==> src/rtl/uart_tx_dma_pkg.sv <==
package uart_tx_dma_pkg;

  typedef enum logic [1:0] {
    ST_IDLE  = 2'd0,
    ST_FETCH = 2'd1,
    ST_WAIT  = 2'd2,
    ST_SEND  = 2'd3
  } dmaState_t;

  typedef struct packed {
    logic start;
    logic fetch;
    logic capture;
    logic handoff;
    logic finish;
    logic busy;
  } dmaStrobe_t;

  localparam logic [2:0] REG_CFG   = 3'd0;
  localparam logic [2:0] REG_CTRL  = 3'd1;
  localparam logic [2:0] REG_STAT  = 3'd2;
  localparam logic [2:0] REG_COUNT = 3'd3;
  localparam logic [2:0] REG_ADDR0 = 3'd4;

endpackage

==> src/rtl/uart_tx_dma_ctrl.sv <==
module uart_tx_dma_ctrl
  import uart_tx_dma_pkg::*;
(
  input  logic       clk,
  input  logic       rstN,
  input  logic       startReq,
  input  logic       enable,
  input  logic       lastByte,
  input  logic       txReady,
  output dmaStrobe_t strobe,
  output logic       txValid,
  output logic       memReq
);

  dmaState_t state, nextState;

  always_ff @(posedge clk or negedge rstN) begin
    if (!rstN) state <= ST_IDLE;
    else       state <= nextState;
  end

  always_comb begin
    nextState   = state;
    strobe      = '0;
    strobe.busy = (state != ST_IDLE);
    case (state)
      ST_IDLE: begin
        if (startReq) begin
          strobe.start = 1'b1;
          nextState    = ST_FETCH;
        end
      end
      ST_FETCH: begin
        if (enable) begin
          strobe.fetch = 1'b1;
          nextState    = ST_WAIT;
        end else begin
          nextState = ST_IDLE;
        end
      end
      ST_WAIT: begin
        if (enable) begin
          strobe.capture = 1'b1;
          nextState      = ST_SEND;
        end else begin
          nextState = ST_IDLE;
        end
      end
      ST_SEND: begin
        if (!enable) begin
          nextState = ST_IDLE;
        end else if (txReady) begin
          strobe.handoff = 1'b1;
          if (lastByte) begin
            strobe.finish = 1'b1;
            nextState     = ST_IDLE;
          end else begin
            nextState = ST_FETCH;
          end
        end
      end
      default: nextState = ST_IDLE;
    endcase
  end

  assign txValid = (state == ST_SEND) && enable;
  assign memReq  = (state == ST_FETCH) && enable;

endmodule

==> src/rtl/uart_tx_dma_dp.sv <==
module uart_tx_dma_dp
  import uart_tx_dma_pkg::*;
#(
  parameter int ADDR_W = 16,
  parameter int REG_AW = 3
) (
  input  logic              clk,
  input  logic              rstN,
  input  logic              regWe,
  input  logic [REG_AW-1:0] regAddr,
  input  logic [7:0]        regWdata,
  output logic [7:0]        regRdata,
  input  logic [7:0]        memRdata,
  input  logic              cpuTxWrite,
  input  dmaStrobe_t        strobe,
  output logic [ADDR_W-1:0] memAddr,
  output logic [7:0]        txData,
  output logic              startReq,
  output logic              enable,
  output logic              lastByte,
  output logic              irq,
  output logic [1:0]        intPrio,
  output logic [1:0]        busPrio,
  output logic              doneFlag,
  output logic              collFlag
);

  localparam int ADDR_BYTES = (ADDR_W + 7) / 8;
  localparam int CNT_W      = 8;

  logic                    intEnQ;
  logic [1:0]              intPrioQ, busPrioQ;
  logic                    enableQ;
  logic [CNT_W-1:0]        countQ, remainQ;
  logic [ADDR_BYTES*8-1:0] startAddrQ;
  logic [ADDR_W-1:0]       ptrQ;
  logic [7:0]              dataQ;
  logic                    doneQ, collQ;

  logic wrCfg, wrCtrl, wrStat, wrCount;
  assign wrCfg   = regWe && (regAddr == REG_AW'(REG_CFG));
  assign wrCtrl  = regWe && (regAddr == REG_AW'(REG_CTRL));
  assign wrStat  = regWe && (regAddr == REG_AW'(REG_STAT));
  assign wrCount = regWe && (regAddr == REG_AW'(REG_COUNT));

  assign startReq = wrCtrl && regWdata[1] && regWdata[0];

  // software-visible configuration
  always_ff @(posedge clk or negedge rstN) begin
    if (!rstN) begin
      intEnQ     <= 1'b0;
      intPrioQ   <= '0;
      busPrioQ   <= '0;
      enableQ    <= 1'b0;
      countQ     <= '0;
      startAddrQ <= '0;
    end else begin
      if (wrCfg) begin
        intEnQ   <= regWdata[0];
        intPrioQ <= regWdata[2:1];
        busPrioQ <= regWdata[4:3];
      end
      if (wrCtrl)  enableQ <= regWdata[0];
      if (wrCount) countQ  <= regWdata[CNT_W-1:0];
      for (int b = 0; b < ADDR_BYTES; b++) begin
        if (regWe && (regAddr == REG_AW'(int'(REG_ADDR0) + b)))
          startAddrQ[b*8 +: 8] <= regWdata;
      end
    end
  end

  // transfer progress
  always_ff @(posedge clk or negedge rstN) begin
    if (!rstN) begin
      ptrQ    <= '0;
      remainQ <= '0;
      dataQ   <= '0;
    end else begin
      if (strobe.start) begin
        ptrQ    <= startAddrQ[ADDR_W-1:0];
        remainQ <= countQ;
      end
      if (strobe.fetch)   ptrQ    <= ptrQ + 1'b1;
      if (strobe.capture) dataQ   <= memRdata;
      if (strobe.handoff) remainQ <= remainQ - 1'b1;
    end
  end

  // sticky flags: hardware set wins over software clear
  always_ff @(posedge clk or negedge rstN) begin
    if (!rstN) begin
      doneQ <= 1'b0;
      collQ <= 1'b0;
    end else begin
      if (strobe.finish)                 doneQ <= 1'b1;
      else if (wrStat && !regWdata[0])   doneQ <= 1'b0;
      if (cpuTxWrite && strobe.busy)     collQ <= 1'b1;
      else if (wrStat && !regWdata[1])   collQ <= 1'b0;
    end
  end

  always_comb begin
    regRdata = 8'h00;
    case (regAddr)
      REG_AW'(REG_CFG):   regRdata = {3'b000, busPrioQ, intPrioQ, intEnQ};
      REG_AW'(REG_CTRL):  regRdata = {7'b0000000, enableQ};
      REG_AW'(REG_STAT):  regRdata = {5'b00000, strobe.busy, collQ, doneQ};
      REG_AW'(REG_COUNT): regRdata = countQ;
      default: begin
        for (int b = 0; b < ADDR_BYTES; b++) begin
          if (regAddr == REG_AW'(int'(REG_ADDR0) + b)) regRdata = startAddrQ[b*8 +: 8];
        end
      end
    endcase
  end

  assign memAddr  = ptrQ;
  assign txData   = dataQ;
  assign enable   = enableQ;
  assign lastByte = (remainQ == '0);
  assign irq      = doneQ && intEnQ;
  assign intPrio  = intPrioQ;
  assign busPrio  = busPrioQ;
  assign doneFlag = doneQ;
  assign collFlag = collQ;

endmodule

==> src/rtl/uart_tx_dma.sv <==
module uart_tx_dma
  import uart_tx_dma_pkg::*;
#(
  parameter int ADDR_W = 16,
  parameter int REG_AW = 3
) (
  input  logic              clk,
  input  logic              rstN,
  input  logic              regWe,
  input  logic [REG_AW-1:0] regAddr,
  input  logic [7:0]        regWdata,
  output logic [7:0]        regRdata,
  output logic              memReq,
  output logic [ADDR_W-1:0] memAddr,
  input  logic [7:0]        memRdata,
  output logic              txValid,
  output logic [7:0]        txData,
  input  logic              txReady,
  input  logic              cpuTxWrite,
  output logic              irq,
  output logic [1:0]        intPrio,
  output logic [1:0]        busPrio
);

  dmaStrobe_t strobe;
  logic startReq, enable, lastByte;
  logic busyFlag, doneFlag, collFlag;

  assign busyFlag = strobe.busy;

  uart_tx_dma_ctrl u_ctrl (
    .clk      (clk),
    .rstN     (rstN),
    .startReq (startReq),
    .enable   (enable),
    .lastByte (lastByte),
    .txReady  (txReady),
    .strobe   (strobe),
    .txValid  (txValid),
    .memReq   (memReq)
  );

  uart_tx_dma_dp #(
    .ADDR_W (ADDR_W),
    .REG_AW (REG_AW)
  ) u_dp (
    .clk        (clk),
    .rstN       (rstN),
    .regWe      (regWe),
    .regAddr    (regAddr),
    .regWdata   (regWdata),
    .regRdata   (regRdata),
    .memRdata   (memRdata),
    .cpuTxWrite (cpuTxWrite),
    .strobe     (strobe),
    .memAddr    (memAddr),
    .txData     (txData),
    .startReq   (startReq),
    .enable     (enable),
    .lastByte   (lastByte),
    .irq        (irq),
    .intPrio    (intPrio),
    .busPrio    (busPrio),
    .doneFlag   (doneFlag),
    .collFlag   (collFlag)
  );

endmodule

==> config.mk <==
export PLATFORM = sky130hd
export DESIGN_NAME = uart_tx_dma
export DESIGN_NICKNAME = d
export VERILOG_FILES = /design/src/rtl/uart_tx_dma_pkg.sv /design/src/rtl/uart_tx_dma_ctrl.sv /design/src/rtl/uart_tx_dma_dp.sv /design/src/rtl/uart_tx_dma.sv
export SDC_FILE = /design/constraint.sdc
export NUM_CORES = 1
export LEC_CHECK = 0
export BUFFER_PORTS_ARGS = -buffer_cell sky130_fd_sc_hd__buf_2
export CAP_MARGIN = 5
export CORE_UTILIZATION = 45
export DETAILED_ROUTE_END_ITERATION = 10
export GPL_TIMING_DRIVEN = 0
export PLACE_DENSITY = 0.7
export SYNTH_ARGS = -nofsm -noshare
export SYNTH_HDL_FRONTEND = slang
export SYNTH_HIERARCHICAL = 1
export SYNTH_SLANG_ARGS = --single-unit
==> constraint.sdc <==
create_clock -name clk -period 1.83 [get_ports clk]
set_input_delay 0.0915 -clock clk [delete_from_list [all_inputs] [get_ports clk]]
set_output_delay 0.0915 -clock clk [all_outputs]
set_load 0.02 [all_outputs]
# Yosys cells after proc, flatten, opt, wreduce, memory -nomap -nowiden
# Cells that the tools add are included.
totals:
  regBits: 66
  elab_cells: 77
classes:
  reduce_logical: 25
  n_eq_ne: 10
  addsub: 2
  n_mux: 27
op_table:
  columns: ["cell", "n"]
  rows:
  - ["$mux W16", 2]
  - ["$mux W8", 4]
  - ["$pmux W8 S4", 1]
  - ["$add A16 B1 Y16 const B", 1]
  - ["$mux W2", 8]
  - ["$logic_and A1 B1 Y1", 14]
  - ["$mux W1", 11]
  - ["$reduce_bool A2 Y1", 5]
  - ["$logic_not A8 Y1", 1]
  - ["$pmux W2 S4", 1]
  - ["$sub A8 B1 Y8 const B", 1]
  - ["$eq A3 B2 Y1 const B", 2]
  - ["$eq A3 B3 Y1 const B", 2]
  - ["$eq A2 B2 Y1 const B", 2]
  - ["$eq A3 B1 Y1 const B", 1]
  - ["$logic_not A3 Y1", 1]
  - ["$ne A3 B3 Y1 const B", 1]
  - ["$eq A2 B1 Y1 const B", 1]
  - ["$logic_not A1 Y1", 2]
  - ["$logic_not A2 Y1", 1]
  - ["$ne A2 B2 Y1 const B", 1]
  - ["$reduce_and A2 Y1", 1]

# Logic depth before layout (Yosys ltp)
depth:
  word_depth: 8
  ltp_mapped: 9
  depth_no_buf: 7

# Cells and area by module
# Netlist, hierarchy kept.
modules_own_cells:
  columns: ["module", "area_per_inst_um2", "instances", "cells_per_inst", "seq_area_each_um2"]
  rows:
  - ["uart_tx_dma_dp", 3330.7, 1, 294, 1601.5]
  - ["uart_tx_dma_ctrl", 137.6, 1, 15, 50.0]

# Least setup slack after synthesis
# Ideal clock, no wire load.
synth_path:
  kind: "input -> register"
  from: "in regAddr[1]"
  to: "reg u_dp.ptrQ[14] (netlist: u_dp/memAddr[14])"
  arrival_time_ns: 1.736
  slack_ns: -0.033
  setup_time_ns: 0.126
  cell_stages: 8
  required_time_ns: 1.704
  n_path_buf: 2
  cell_sequence: "buf_2 > and4bb_2 > and3_1 > nor3b_1 > buf_2 > nor2b_1 > mux2i_1 > mux2i_1"
synth_rtl:
  columns: ["element", "line_no", "rtl"]
  rows:
  - ["start: declaration", "uart_tx_dma.sv:10", "input logic [REG_AW-1:0] regAddr,"]
  - ["end signal: assignment", "uart_tx_dma_dp.sv:80", "ptrQ <= startAddrQ[ADDR_W-1:0];"]
  - ["end signal: assignment", "uart_tx_dma_dp.sv:83", "if (strobe.fetch) ptrQ <= ptrQ + 1'b1;"]
  - ["end: declaration", "uart_tx_dma_dp.sv:36", "logic [ADDR_W-1:0] ptrQ;"]

==> results.txt <==
status -> finished clean
antenna cells -> 0
DRT Pass-1 Iters -> 5
H-tree levels -> 3
CP Buf/Inv Count -> 1
routed via count -> 2852
boundary pin count -> 63
CTS Sinks -> 66
fin util -> 57.73%
DR DRC count -> 0
Cell Rows -> 31
Yosys reg bits -> 66
max-slew violation count -> 0
Largest stage delay, worst path -> 440 ps
Placer Congestion -> 0.8889
CP Max Fanout -> 6
fin nets -> 421
CP delay by family, top -> flip-flops
Yosys cell types -> 59
crit path time final -> 1812 ps
Worst Max-Slew Pin Slew -> 835.9 ps
Mapped Area -> 3468 µm²
Wirelength per Cell -> 16.30 µm
Slowest-stage cell, CP -> dfrtp_2
CP Cell Sequence -> or2_4 > mux2_4 > a22oi_2 > o22ai_2 > buf_6
IO Port Bufs -> 62
period utilization -> 99.04%
GRT Util Overall -> 21.33%
Placed Area -> 3908 µm²
DP Cell Count -> 470
critical path data arrival time -> 1720 ps
FFs w/ async S/R, synth -> 100.0%
crit path kind -> register to output port
Final Non-Filler Cells -> 497
final hold violations -> 0
initial drt markers -> 169
Die Ht -> 89.79 µm
cell count after synthesis -> 309
TritonCTS clock tree -> done
Core Area -> 7370 µm²
Peak supply drop -> 0.0008316 V
R2R depth -> 6
pre-CTS setup slack -> -565.3 ps
DP HPWL -> 5679 µm
setup TNS -> 0 ps
Final Cell Area -> 4254 µm²
final setup violation count -> 0
DRT antenna net count -> 0
f_max -> 551.7 MHz
via/cell ratio -> 5.738
CTS clk-pin slew, worst paths -> 60 ps
cell area power density -> 1136 nW/µm²
commonest non-fill, non-tap cell in the layout -> dfrtp_1
hold crit path type -> input pin to register
Synthesized Nets -> 336
Worst setup EP type -> output port
Worst EP required -> 1740 ps
EDFF count, synth -> 0
top_reg_cell synth -> dfrtp_1
Initial Util -> 47.06%
Detailed Route WL -> 8103 µm
Synth warnings -> 6
largest net degree at the start of global routing -> 67
slack of the critical path -> 17.57 ps
Slew HR -> 44.28%
Startpoint Class -> register
worst-skew pair later-pin latency -> 340 ps
area delta synth->final -> 22.66%
total power -> 4.835 mW
WP depth -> 5
grt ovf -> 0
initial antenna violation count -> 0
root buf cell -> clkbuf_8
Lkg Pwr -> 1.926 nW
Hold WS -> 19.93 ps
Max-Cap Viols -> 0
Die Area -> 8062 µm²
RSZ-0062 raised after global routing -> true
Clock Path Buffers -> 2
first-pass GRT wire length -> 13570 µm
Avg Cell Area, Syn -> 11.22 µm²
Worst Hold Path Cells -> 2
Chip Width -> 89.79 µm
CTS Buf Count -> 9
number of global-route vias before repair -> 2702
worst clock skew -> 10.75 ps
sequential cell area fraction in the yosys report -> 47.62%
layout cells sized above 1 -> 40.70%
most frequent cells in the layout -> dfrtp_1 (63), buf_2 (62), mux2_2 (42)
## layer usage
layer,GRT usage (%),up-vias,share of wire (%)
li1,-,1340,-
met1,30.90,1404,49
met2,31.35,95,44
met3,4.399,13,5.2
met4,8.060,0,1.5
met5,0,-,0
## cell usage after synthesis (4+ instances only)
library cell / count / area, µm²
a211oi_1: 7 / 52.55
a21oi_1: 16 / 80.08
a22oi_1: 4 / 30.03
buf_2: 4 / 20.02
buf_4: 4 / 30.03
dfrtp_1: 66 / 1652
inv_1: 7 / 26.28
mux2_2: 43 / 484.2
mux2i_1: 9 / 90.09
nand2_1: 18 / 67.56
nand3_1: 8 / 40.04
nand4_1: 8 / 50.05
nor2_1: 22 / 82.58
nor2b_1: 6 / 37.54
nor3_1: 4 / 20.02
o21ai_0: 13 / 65.06
o22ai_1: 5 / 31.28
## cell families after synthesis
kind of cell / share of synthesized area [%]
fa+ha+maj: 1.082
mux: 17.21
flops: 47.62
buf+inv: 3.680
compound gates: 12.19
simple gates: 17.46
xor+xnor: 0.7577
## what timing repair did
item                                   CTS  global route
pin swaps                                2             2
resized for setup                        6            14
setup buffers                            2             1
hold buffers                            10             0
setup endpoints to repair               12            18
endpoints found under the hold margin   75             0
## power by group
part	internal [mW]	total [mW]	leakage [nW]	switching, mW
logic	0.672	1.48	1.03	0.807
registers	1.85	2.26	0.803	0.414
clock network	0.552	1.10	0.0920	0.544
total	3.07	4.83	1.93	1.76
## flip-flops by register name (all words and copies together) (netlist names)
| name | cells |
|---|---|
| u_ctrl/state | 2 |
| u_dp/busPrio | 2 |
| u_dp/collFlag | 1 |
| u_dp/countQ | 8 |
| u_dp/doneFlag | 1 |
| u_dp/enable | 1 |
| u_dp/intEnQ | 1 |
| u_dp/intPrio | 2 |
| u_dp/memAddr | 16 |
| u_dp/remainQ | 8 |
| u_dp/startAddrQ | 16 |
| u_dp/txData | 8 |
## area by class of cell
cell class | instances | area (µm²)
Buffer | 14 | 108.9
Clock buffer | 12 | 155.1
Clock inverter | 3 | 15.01
Fill cell | 655 | 3115
Inverter | 7 | 26.28
Multi-Input combinational cell | 221 | 1728
Sequential cell | 66 | 1655
Tap cell | 99 | 123.9
Timing Repair Buffer | 75 | 441.7
## worst paths after layout
path                                             start                        endpoint  slack [ps]
max                        u_ctrl/state[1]$_DFFE_PN0P_                     regRdata[2]          20
min                                        regWdata[5]  u_dp/startAddrQ[5]$_DFFE_PN0P_          20
max reg2reg                u_dp/remainQ[0]$_DFFE_PN0P_     u_dp/remainQ[6]$_DFFE_PN0P_          60
min reg2reg                u_dp/remainQ[0]$_DFFE_PN0P_     u_dp/remainQ[0]$_DFFE_PN0P_         480
max in group asynchronous                         rstN     u_ctrl/state[0]$_DFFE_PN0P_         850
min in group asynchronous                         rstN      u_dp/txData[4]$_DFFE_PN0P_         390
(Power assumes the default switching activity.)
